==> config.mk <==
export PLATFORM = sky130hd
export DESIGN_NAME = nand_cmd_seq
export DESIGN_NICKNAME = d
export VERILOG_FILES = /design/src/rtl/nfseq_pkg.sv /design/src/rtl/nfseq_decode.sv /design/src/rtl/nfseq_pagebuf.sv /design/src/rtl/nand_cmd_seq.sv
export SDC_FILE = /design/constraint.sdc
export NUM_CORES = 1
export LEC_CHECK = 0
export ABC_CLOCK_PERIOD_IN_PS = 3400
export BUFFER_PORTS_ARGS = -buffer_cell sky130_fd_sc_hd__buf_2
export CORE_ASPECT_RATIO = 0.7
export CORE_UTILIZATION = 43
export CTS_BUF_LIST = sky130_fd_sc_hd__clkbuf_8
export DETAILED_ROUTE_END_ITERATION = 6
export PLACE_DENSITY_LB_ADDON = 0.3
export SYNTH_ARGS = -nofsm -noshare
export SYNTH_HDL_FRONTEND = slang
export SYNTH_SLANG_ARGS = --single-unit
==> constraint.sdc <==
create_clock -name clk_i -period 3.4 [get_ports clk_i]
set_clock_uncertainty 0.2 [all_clocks]
set_input_delay 0.68 -clock clk_i [delete_from_list [all_inputs] [get_ports clk_i]]
set_output_delay 0.68 -clock clk_i [all_outputs]
set_load 0.005 [all_outputs]
==> src/rtl/nfseq_pkg.sv <==
package nfseq_pkg;

    localparam int VALID_BIT  = 31;
    localparam int RD_BIT     = 26;
    localparam int WR_BIT     = 25;
    localparam int ACNT_LSB   = 27;
    localparam int CS_BIT     = 19;
    localparam int OP2_EN_BIT = 8;
    localparam int STS_DONE   = 31;
    localparam int STS_RDEND  = 28;
    localparam int STS_ERR    = 0;

    typedef enum logic [2:0] {
        S_IDLE,
        S_CMD1,
        S_ADDR,
        S_WDATA,
        S_CMD2,
        S_TWB,
        S_WAITRB,
        S_RDATA
    } state_e;

    typedef struct packed {
        logic [7:0] opcode;
        logic       rd;
        logic       wr;
        logic       addr_en;
        logic [2:0] addr_cnt;
        logic       cs;
    } cmd_t;

endpackage

==> src/rtl/nfseq_decode.sv <==
module nfseq_decode
    import nfseq_pkg::*;
#(
    parameter int MAX_ADDR = 5
) (
    input  logic [31:0] word_i,
    output cmd_t        cmd_o
);

    logic [2:0] raw_cnt;
    logic       unused_bits;

    assign raw_cnt     = word_i[ACNT_LSB+2:ACNT_LSB];
    assign unused_bits = ^{word_i[31], word_i[24:20], word_i[18:8]};

    always_comb begin
        cmd_o.opcode  = word_i[7:0];
        cmd_o.rd      = word_i[RD_BIT];
        cmd_o.wr      = word_i[WR_BIT] & ~word_i[RD_BIT];
        cmd_o.addr_en = word_i[ACNT_LSB+3];
        cmd_o.cs      = word_i[CS_BIT];
        if (int'(raw_cnt) >= MAX_ADDR) begin
            cmd_o.addr_cnt = 3'(MAX_ADDR);
        end else begin
            cmd_o.addr_cnt = raw_cnt + 3'd1;
        end
    end

endmodule

==> src/rtl/nfseq_pagebuf.sv <==
module nfseq_pagebuf #(
    parameter int DEPTH = 16,
    parameter int AW    = $clog2(DEPTH)
) (
    input  logic          clk_i,
    input  logic          host_we_i,
    input  logic [AW-1:0] host_addr_i,
    input  logic [7:0]    host_wdata_i,
    output logic [7:0]    host_rdata_o,
    input  logic          seq_we_i,
    input  logic [AW-1:0] seq_addr_i,
    input  logic [7:0]    seq_wdata_i,
    output logic [7:0]    seq_rdata_o
);

    logic [7:0] mem [DEPTH];

    always_ff @(posedge clk_i) begin
        if (seq_we_i) begin
            mem[seq_addr_i] <= seq_wdata_i;
        end else if (host_we_i) begin
            mem[host_addr_i] <= host_wdata_i;
        end
    end

    assign host_rdata_o = mem[host_addr_i];
    assign seq_rdata_o  = mem[seq_addr_i];

endmodule

==> src/rtl/nand_cmd_seq.sv <==
module nand_cmd_seq
    import nfseq_pkg::*;
#(
    parameter int BUF_DEPTH = 16,
    parameter int STB_CYC   = 2,
    parameter int TWB_CYC   = 6,
    parameter int MAX_ADDR  = 5,
    parameter int BUF_AW    = $clog2(BUF_DEPTH),
    parameter int LEN_W     = $clog2(BUF_DEPTH + 1),
    parameter int ADDR_W    = 8 * MAX_ADDR
) (
    input  logic              clk_i,
    input  logic              rst_ni,
    input  logic              ctrl_we_i,
    input  logic [31:0]       ctrl_word_i,
    input  logic [8:0]        op2_word_i,
    input  logic [ADDR_W-1:0] addr_i,
    input  logic [LEN_W-1:0]  len_i,
    input  logic              buf_we_i,
    input  logic [BUF_AW-1:0] buf_addr_i,
    input  logic [7:0]        buf_wdata_i,
    output logic [7:0]        buf_rdata_o,
    input  logic              sts_clr_we_i,
    input  logic [31:0]       sts_clr_i,
    output logic [31:0]       sts_o,
    output logic              busy_o,
    output logic              irq_o,
    output logic [1:0]        nf_ce_n_o,
    output logic              nf_cle_o,
    output logic              nf_ale_o,
    output logic              nf_we_n_o,
    output logic              nf_re_n_o,
    output logic [7:0]        nf_dq_o,
    output logic              nf_dq_oe_o,
    input  logic [7:0]        nf_dq_i,
    input  logic              nf_rb_i
);

    localparam int CYC_LEN = 2 * STB_CYC;
    localparam int TMR_MAX = (CYC_LEN > TWB_CYC) ? CYC_LEN : TWB_CYC;
    localparam int TMR_W   = $clog2(TMR_MAX + 1);
    localparam int CNT_W   = (LEN_W > 3) ? LEN_W : 3;
    localparam logic [TMR_W-1:0] CYC_LAST = TMR_W'(CYC_LEN - 1);
    localparam logic [TMR_W-1:0] STB_LAST = TMR_W'(STB_CYC - 1);
    localparam logic [TMR_W-1:0] TWB_LAST = TMR_W'(TWB_CYC - 1);

    typedef struct packed {
        state_e            state;
        cmd_t              cmd;
        logic [8:0]        op2;
        logic [ADDR_W-1:0] addr;
        logic [LEN_W-1:0]  len;
        logic [TMR_W-1:0]  tmr;
        logic [CNT_W-1:0]  cnt;
        logic              done;
        logic              rdend;
        logic              err;
    } regs_t;

    regs_t d, q;
    cmd_t  dec;

    logic             cyc_end;
    logic             low_half;
    logic             finish;
    logic             seq_we;
    logic [7:0]       seq_rdata;
    logic [7:0]       addr_byte;
    logic [LEN_W-1:0] len_eff;
    logic             wr_bus;
    logic             unused_clr;

    nfseq_decode #(.MAX_ADDR(MAX_ADDR)) u_dec (
        .word_i (ctrl_word_i),
        .cmd_o  (dec)
    );

    nfseq_pagebuf #(.DEPTH(BUF_DEPTH), .AW(BUF_AW)) u_buf (
        .clk_i        (clk_i),
        .host_we_i    (buf_we_i),
        .host_addr_i  (buf_addr_i),
        .host_wdata_i (buf_wdata_i),
        .host_rdata_o (buf_rdata_o),
        .seq_we_i     (seq_we),
        .seq_addr_i   (q.cnt[BUF_AW-1:0]),
        .seq_wdata_i  (nf_dq_i),
        .seq_rdata_o  (seq_rdata)
    );

    function automatic state_e after_data(input logic [8:0] o2);
        return o2[OP2_EN_BIT] ? S_CMD2 : S_TWB;
    endfunction

    function automatic state_e after_addr(input cmd_t c, input logic [LEN_W-1:0] n,
                                          input logic [8:0] o2);
        if (c.wr && (n != '0)) begin
            return S_WDATA;
        end
        return after_data(o2);
    endfunction

    assign cyc_end    = (q.tmr == CYC_LAST);
    assign low_half   = (q.tmr <= STB_LAST);
    assign len_eff    = (len_i > LEN_W'(BUF_DEPTH)) ? LEN_W'(BUF_DEPTH) : len_i;
    assign addr_byte  = 8'(q.addr >> {q.cnt, 3'b000});
    assign unused_clr = ^{sts_clr_i[30:29], sts_clr_i[27:1]};

    always_comb begin
        d      = q;
        seq_we = 1'b0;
        finish = 1'b0;

        if (sts_clr_we_i) begin
            d.done  = q.done  & ~sts_clr_i[STS_DONE];
            d.rdend = q.rdend & ~sts_clr_i[STS_RDEND];
            d.err   = q.err   & ~sts_clr_i[STS_ERR];
        end

        case (q.state)
            S_IDLE: begin
                if (ctrl_we_i && ctrl_word_i[VALID_BIT]) begin
                    d.cmd   = dec;
                    d.op2   = op2_word_i;
                    d.addr  = addr_i;
                    d.len   = len_eff;
                    d.tmr   = '0;
                    d.cnt   = '0;
                    d.state = S_CMD1;
                end
            end
            S_CMD1: begin
                if (cyc_end) begin
                    d.tmr   = '0;
                    d.cnt   = '0;
                    d.state = q.cmd.addr_en ? S_ADDR : after_addr(q.cmd, q.len, q.op2);
                end else begin
                    d.tmr = q.tmr + TMR_W'(1);
                end
            end
            S_ADDR: begin
                if (cyc_end) begin
                    d.tmr = '0;
                    if ((q.cnt + CNT_W'(1)) == CNT_W'(q.cmd.addr_cnt)) begin
                        d.cnt   = '0;
                        d.state = after_addr(q.cmd, q.len, q.op2);
                    end else begin
                        d.cnt = q.cnt + CNT_W'(1);
                    end
                end else begin
                    d.tmr = q.tmr + TMR_W'(1);
                end
            end
            S_WDATA: begin
                if (cyc_end) begin
                    d.tmr = '0;
                    if ((q.cnt + CNT_W'(1)) == CNT_W'(q.len)) begin
                        d.cnt   = '0;
                        d.state = after_data(q.op2);
                    end else begin
                        d.cnt = q.cnt + CNT_W'(1);
                    end
                end else begin
                    d.tmr = q.tmr + TMR_W'(1);
                end
            end
            S_CMD2: begin
                if (cyc_end) begin
                    d.tmr   = '0;
                    d.state = S_TWB;
                end else begin
                    d.tmr = q.tmr + TMR_W'(1);
                end
            end
            S_TWB: begin
                if (q.tmr == TWB_LAST) begin
                    d.tmr   = '0;
                    d.state = S_WAITRB;
                end else begin
                    d.tmr = q.tmr + TMR_W'(1);
                end
            end
            S_WAITRB: begin
                if (nf_rb_i) begin
                    if (q.cmd.rd && (q.len != '0)) begin
                        d.tmr   = '0;
                        d.cnt   = '0;
                        d.state = S_RDATA;
                    end else begin
                        finish = 1'b1;
                    end
                end
            end
            S_RDATA: begin
                if (q.tmr == STB_LAST) begin
                    seq_we = 1'b1;
                end
                if (cyc_end) begin
                    d.tmr = '0;
                    if ((q.cnt + CNT_W'(1)) == CNT_W'(q.len)) begin
                        finish = 1'b1;
                    end else begin
                        d.cnt = q.cnt + CNT_W'(1);
                    end
                end else begin
                    d.tmr = q.tmr + TMR_W'(1);
                end
            end
            default: d.state = S_IDLE;
        endcase

        if (finish) begin
            d.state = S_IDLE;
            d.done  = 1'b1;
            if (q.cmd.rd) begin
                d.rdend = 1'b1;
            end
        end

        if (ctrl_we_i && (q.state != S_IDLE)) begin
            d.err = 1'b1;
        end
    end

    always_ff @(posedge clk_i or negedge rst_ni) begin
        if (!rst_ni) begin
            q <= '0;
        end else begin
            q <= d;
        end
    end

    assign wr_bus     = (q.state == S_CMD1) || (q.state == S_ADDR) ||
                        (q.state == S_WDATA) || (q.state == S_CMD2);
    assign busy_o     = (q.state != S_IDLE);
    assign nf_cle_o   = (q.state == S_CMD1) || (q.state == S_CMD2);
    assign nf_ale_o   = (q.state == S_ADDR);
    assign nf_we_n_o  = ~(wr_bus && low_half);
    assign nf_re_n_o  = ~((q.state == S_RDATA) && low_half);
    assign nf_dq_oe_o = wr_bus;
    assign nf_ce_n_o  = !busy_o ? 2'b11 : (q.cmd.cs ? 2'b01 : 2'b10);
    assign sts_o      = {q.done, 2'b00, q.rdend, 27'd0, q.err};
    assign irq_o      = q.done | q.rdend | q.err;

    always_comb begin
        case (q.state)
            S_CMD1:  nf_dq_o = q.cmd.opcode;
            S_ADDR:  nf_dq_o = addr_byte;
            S_WDATA: nf_dq_o = seq_rdata;
            S_CMD2:  nf_dq_o = q.op2[7:0];
            default: nf_dq_o = 8'h00;
        endcase
    end

    // at most one chip enable active
    a_r7_ce_onehot: assert property (@(posedge clk_i) disable iff (!rst_ni)
        $onehot0(~nf_ce_n_o)) else $error("a_r7_ce_onehot");

    // idle releases both enables
    a_r7_idle_ce_high: assert property (@(posedge clk_i) disable iff (!rst_ni)
        !busy_o |-> (nf_ce_n_o == 2'b11)) else $error("a_r7_idle_ce_high");

    // command and address latches exclusive
    a_r2_cle_ale_excl: assert property (@(posedge clk_i) disable iff (!rst_ni)
        !(nf_cle_o && nf_ale_o)) else $error("a_r2_cle_ale_excl");

    // no bus drive during a read strobe
    a_r4_no_drive_on_read: assert property (@(posedge clk_i) disable iff (!rst_ni)
        !nf_re_n_o |-> !nf_dq_oe_o) else $error("a_r4_no_drive_on_read");

    // busy flash holds the wait state
    a_r8_hold_while_busy: assert property (@(posedge clk_i) disable iff (!rst_ni)
        (q.state == S_WAITRB && !nf_rb_i) |=> (q.state == S_WAITRB))
        else $error("a_r8_hold_while_busy");

    // completion coincides with return to idle
    a_r9_done_when_idle: assert property (@(posedge clk_i) disable iff (!rst_ni)
        $rose(sts_o[STS_DONE]) |-> !busy_o) else $error("a_r9_done_when_idle");

    // write while busy raises the error flag
    a_r10_err_on_busy_write: assert property (@(posedge clk_i) disable iff (!rst_ni)
        (ctrl_we_i && busy_o) |=> sts_o[STS_ERR]) else $error("a_r10_err_on_busy_write");

endmodule

Yosys cells after proc, flatten, opt, wreduce, memory -nomap -nowiden. Memories as Yosys holds them, arrays and structs flattened. Index checks and enable logic that the tools add are counted.

ROM bits: 0. Bits of input ports: 144. Register bits after elaboration: 83. Logic and storage cells: 148. Latch bits: 0. Memories kept: 1. RAM bits: 128.

Memories: u_buf.mem (depth 16, bits a word 8, rd ports 2, clocked after Yosys merged registers in 0, write ports 1, line nfseq_pagebuf.sv:16) `logic [7:0] mem [DEPTH];`.

Div/mod/pow operators: 0. $mul: 0. Shift-type cells: 1. Eq/ne operators: 30. $lt $le $gt $ge: 3. $add $sub $neg: 3. Reduce and logical (&&, ||, !) cells: 23. Multiplexer cells: 60. Bitwise operators: 12.

Operators by type and width (number): two-way mux 80 bit (1); two-way mux 3 bit (18); two-way mux 5 bit (8); right shift 40 x 8 -> 8 bit (1); case mux 8 bit (4 select lines) (1); case mux 5 bit (6 select lines) (1); two-way mux 8 bit (3); != test 3 bit, second input constant (8); two-way mux 1 bit (21); case mux 3 bit (7 select lines) (1); equality test 3 bit, second input constant (5); != test 2 bit, second input constant (7); case mux 3 bit (4 select lines) (1); AND reduction 11 bit (1); equality test 3 x 2 -> 1 bit, second input constant (3); AND reduction 9 bit (1); nonzero test 8 bit (1); OR reduction 8 bit (1); adder 3 x 1 -> 3 bit, second input constant (2); equality test 3 x 1 -> 1 bit, second input constant (2); logical AND 1 bit (6); two-way mux 2 bit (3); != test 3 x 1 -> 1 bit, second input constant (2); inverter 1 bit (6); other kinds (20) (28).

Depth between registers and ports, before layout.
Word-level depth: 11. Gate-level depth with buffers: 9. Mapped depth without buffers: 8.

Modules after synthesis. From an unflattened synthesis, not the netlist that was laid out.

Cell total of the unflattened synthesis: 759. Area total of the unflattened synthesis: 10950.5 um2.

Modules (own cells, without submodules): nfseq_pagebuf (cells each 340, area each 6180.9 um2, times used 1); nand_cmd_seq (cells each 398, area each 4611.9 um2, times used 1); nfseq_decode (cells each 21, area each 157.7 um2, times used 1).

Worst setup path after synthesis. No wires, ideal clock.

Kind: input to output. From: input buf_addr_i[0]. To: output buf_rdata_o[0]. Arrival: 2214 ps. Slack: 306 ps. Cell stages on the path: 4. Path buffers: 2. Data required time: 2520 ps. Cells stage by stage: buf_2 > buf_2 > mux4_2 > mux4_2.

Cells in the longest elaborated chain, start to end: 1.

Ends and longest elaborated chain: start, declared (line nand_cmd_seq.sv:20) `input logic [BUF_AW-1:0] buf_addr_i,`; memory read (16 x 8 bit); end, declared (line nand_cmd_seq.sv:22) `output logic [7:0] buf_rdata_o,`.

Every way passes these cells.

Worst setup path in the final report.
From: register q[3] in the netlist's numbering. To: output nf_dq_o[0].

Cells in the longest elaborated chain, start to end: 2. Elaborated cells on any way between the ends: 3.

Ends and longest elaborated chain: start, declared (line nand_cmd_seq.sv:60) `regs_t d, q;`; start signal, assigned (line nand_cmd_seq.sv:226) `q <= '0;`; start signal, assigned (line nand_cmd_seq.sv:228) `q <= d;`; right shift 40 x 8 -> 8 bit or memory read (16 x 8 bit) (tied branches); case mux 8 bit (4 select lines) * (line nand_cmd_seq.sv:245) `case (q.state)`; end, declared (line nand_cmd_seq.sv:33) `output logic [7:0] nf_dq_o,`.

Mark *: on every way between the ends. The rest lies on a longest branch, timed or not.

==> reports/metrics.csv <==
metric,value,unit
status,"complete, but fails checks",
violations,negative setup slack,
die_x,190,um
synth_edf_count,128,
seq_area,0.00592,mm^2
cap_violations,0,
hold_viol,0,
async_flop_share,39.3,%
crit_path_end,nf_dq_o[0],
row_count,47,
ys_ff_latch,211,
drt_iter0_drc,751,
cp_max_fo,8,
max_freq,279,MHz
r2r_slack,0.27,ns
critPathLaunch,q[3],
finalNetCount,1112,
vias,7148,
min_path_type,in2reg,
cp_cell_sequence,buf_4 > buf_16 > mux4_2 > mux4_2 > nand2_2 > o221ai_1 > buf_2,
yosysUniqueCellTypes,59,
grt_pass1_wl,39.5,mm
cp_common_cell,mux4_2,
portBuffers,126,
timing_max_transition_violations_final,0,
slowest_delay,0.52,ns
worst_ir_drop_vdd,0.000317,V
pre_cts_slack,0.212,ns
via_per_inst,5.48,
syn_area_per_cell,13.2,um^2
cts_tree,yes,
dp_hpwl,17.3,mm
setup_viol,8,
tightest_slew,1.11,ns
core-area,0.0240,mm^2
layout_common_cells,"nand2_1, edfxtp_1, buf_2",
syn_area,0.0107,mm^2
clk_latency,0.59,ns
dieArea,0.0254,mm^2
cts_buffer_depth,3,
clock_sinks,211,
cts_root_buf,clkbuf_8,
drc,0,
numCtsBuffers,31,
r2r-start,q[8],
clk_pin_slew,0.07,ns
postRouteAntennaNets,0,
synth_largest_area_cell,edfxtp_1,
end_kind,output port,
antenna_found_initial,0,
drt-total-wl,25.9,mm
multi_input_comb_area,0.00438,mm^2
final_common_cell,nand2_1,
worstSetupPathType,reg2out,
grt_setup_unrepaired,yes,
nFillCells,2037,
layout_setup_ws,-0.182,ns
die_h,134,um
fin_crit_sh,105,%
cp-start-kind,flip-flop,
gp_congestion,0.834,
final_area,0.0125,mm^2
dr.pass1.iters,5,
reg2reg_to,u_buf.mem[4][7],
initial_core_util,44.5,%
grtUsageTotal,20.5,%
n_antenna_cell,0,
first_global_vias,6823,
required,2.52,ns
ys_warn_count,0,
leakage,5.05,nW
layout-drive-gt1-share,34.3,%
grt_max_degree,69,
syn_to_final_growth,17.4,%
placed_area,0.0117,mm^2
dominantRegCellSynth,edfxtp_1,
min_period,3.58,ns
slowest_stage,mux4_2,
synth-seq-area-share,55.5,%
synth_top_area_share,36.0,%
p_per_area,664,mW/mm^2
htreeDepth,1,
rr_worst_depth,6,
critPathArrivalTime,2.70,ns
post_drt_wl_per_cell,19.8,um
ioPinCount,201,
grt-ovfl-total,0,
slew_headroom,25.6,%
synthCells,810,
yosys-top-cells-area,"edfxtp_1, dfrtp_1, mux4_2",
## stage by stage
stage / std cells / setup TNS, ns / hold slack, ns / total power (W) / utilization, %
2_1_floorplan: 838 / 0 / 0.184 / 0.00533 / -
3_3_place_gp: 1232 / 0 / 0.256 / 0.00608 / 48.6
3_5_place_dp: 1232 / 0 / 0.261 / 0.00611 / 48.6
4_1_cts: 1305 / -1.46 / 0.0627 / 0.00835 / 52.2
5_1_grt: 1304 / -1.97 / 0.0661 / 0.00879 / 52.2
6_report: 1304 / -1.31 / 0.0846 / 0.00831 / 52.2
## power breakdown
| part | switching [W] | total, W | internal [W] |
|---|---|---|---|
| Clock | 0.000987 | 0.00200 | 0.00101 |
| Combinational | 0.00147 | 0.00282 | 0.00135 |
| Sequential | 0.000279 | 0.00349 | 0.00321 |
## sequential cells by signal, summed over array words and instances, names as in the netlist
register   count
u_buf.mem    128
q             80
sts_o          3
## worst min-delay path by stage
stage,startpoint,to,depth (start not counted)
after floorplan,rst_ni,q[10],0
after global placement,q[16],q[16],2
after detailed placement,q[39],q[39],2
after CTS,addr_i[22],q[38],3
after global routing,addr_i[27],q[43],3
final,addr_i[26],q[42],3
## area by class of cell
class / instances / share of cell area (%)
Sequential cell: 211 / 47.3
Inverter: 14 / 0.420
Clock buffer: 38 / 4.18
Tap cell: 318 / 3.18
Multi-Input combinational cell: 530 / 35.0
Timing Repair Buffer: 173 / 9.24
Clock inverter: 20 / 0.699
## repair_timing
action,CTS,global route
hold buffers,1,0
endpoints found under the setup margin,8,8
endpoints found under the hold margin,16,0
pin swaps,2,0
gates resized for setup,14,4
cloned,3,0
setup buffers,11,0
## cells in the mapped netlist (all sizes together) (2+ instances only)
master	number
nand3b	8
o21ai	18
dfrtp	83
nand2b	3
edfxtp	128
o221ai	8
clkbuf	27
a22o	3
nand2	225
a21oi	2
nor2	31
xnor2	10
a22oi	16
nor3b	3
and3	5
a21boi	5
a211oi	3
mux2	10
nor3	6
buf	56
nor2b	2
xor2	4
ha	7
o21a	3
inv	14
a31oi	11
nand3	9
mux4	88
## worst max-delay path, delay by kind of cell (launching register included)
family / cells / cell delay, ns
multiplexers: 2 / 1.04
buffers and inverters: 3 / 0.46
flip-flops: 1 / 0.42
AO/OA/AOI/OAI: 1 / 0.11
AND/OR/NAND/NOR: 1 / 0.09
## logic make-up after synthesis
family                   share of synthesized area, %
XOR/XNOR                                         1.22
AO/OA/AOI/OAI                                    5.76
multiplexers                                     19.7
AND/OR/NAND/NOR                                  11.8
adder cells (fa/ha/maj)                         0.821
flip-flops                                       55.5
other                                          0.0352
buffers and inverters                            5.15
## routing by layer
layer / global-route usage (%) / share of wire (%) / vias up
li1: - / - / 3252
met5: 0 / 0 / -
met2: 29.6 / 45 / 258
met3: 3.40 / 6.6 / 30
met4: 4.76 / 1.5 / 0
met1: 32.2 / 47 / 3608
Note: power is estimated with default switching activity, not from simulation.
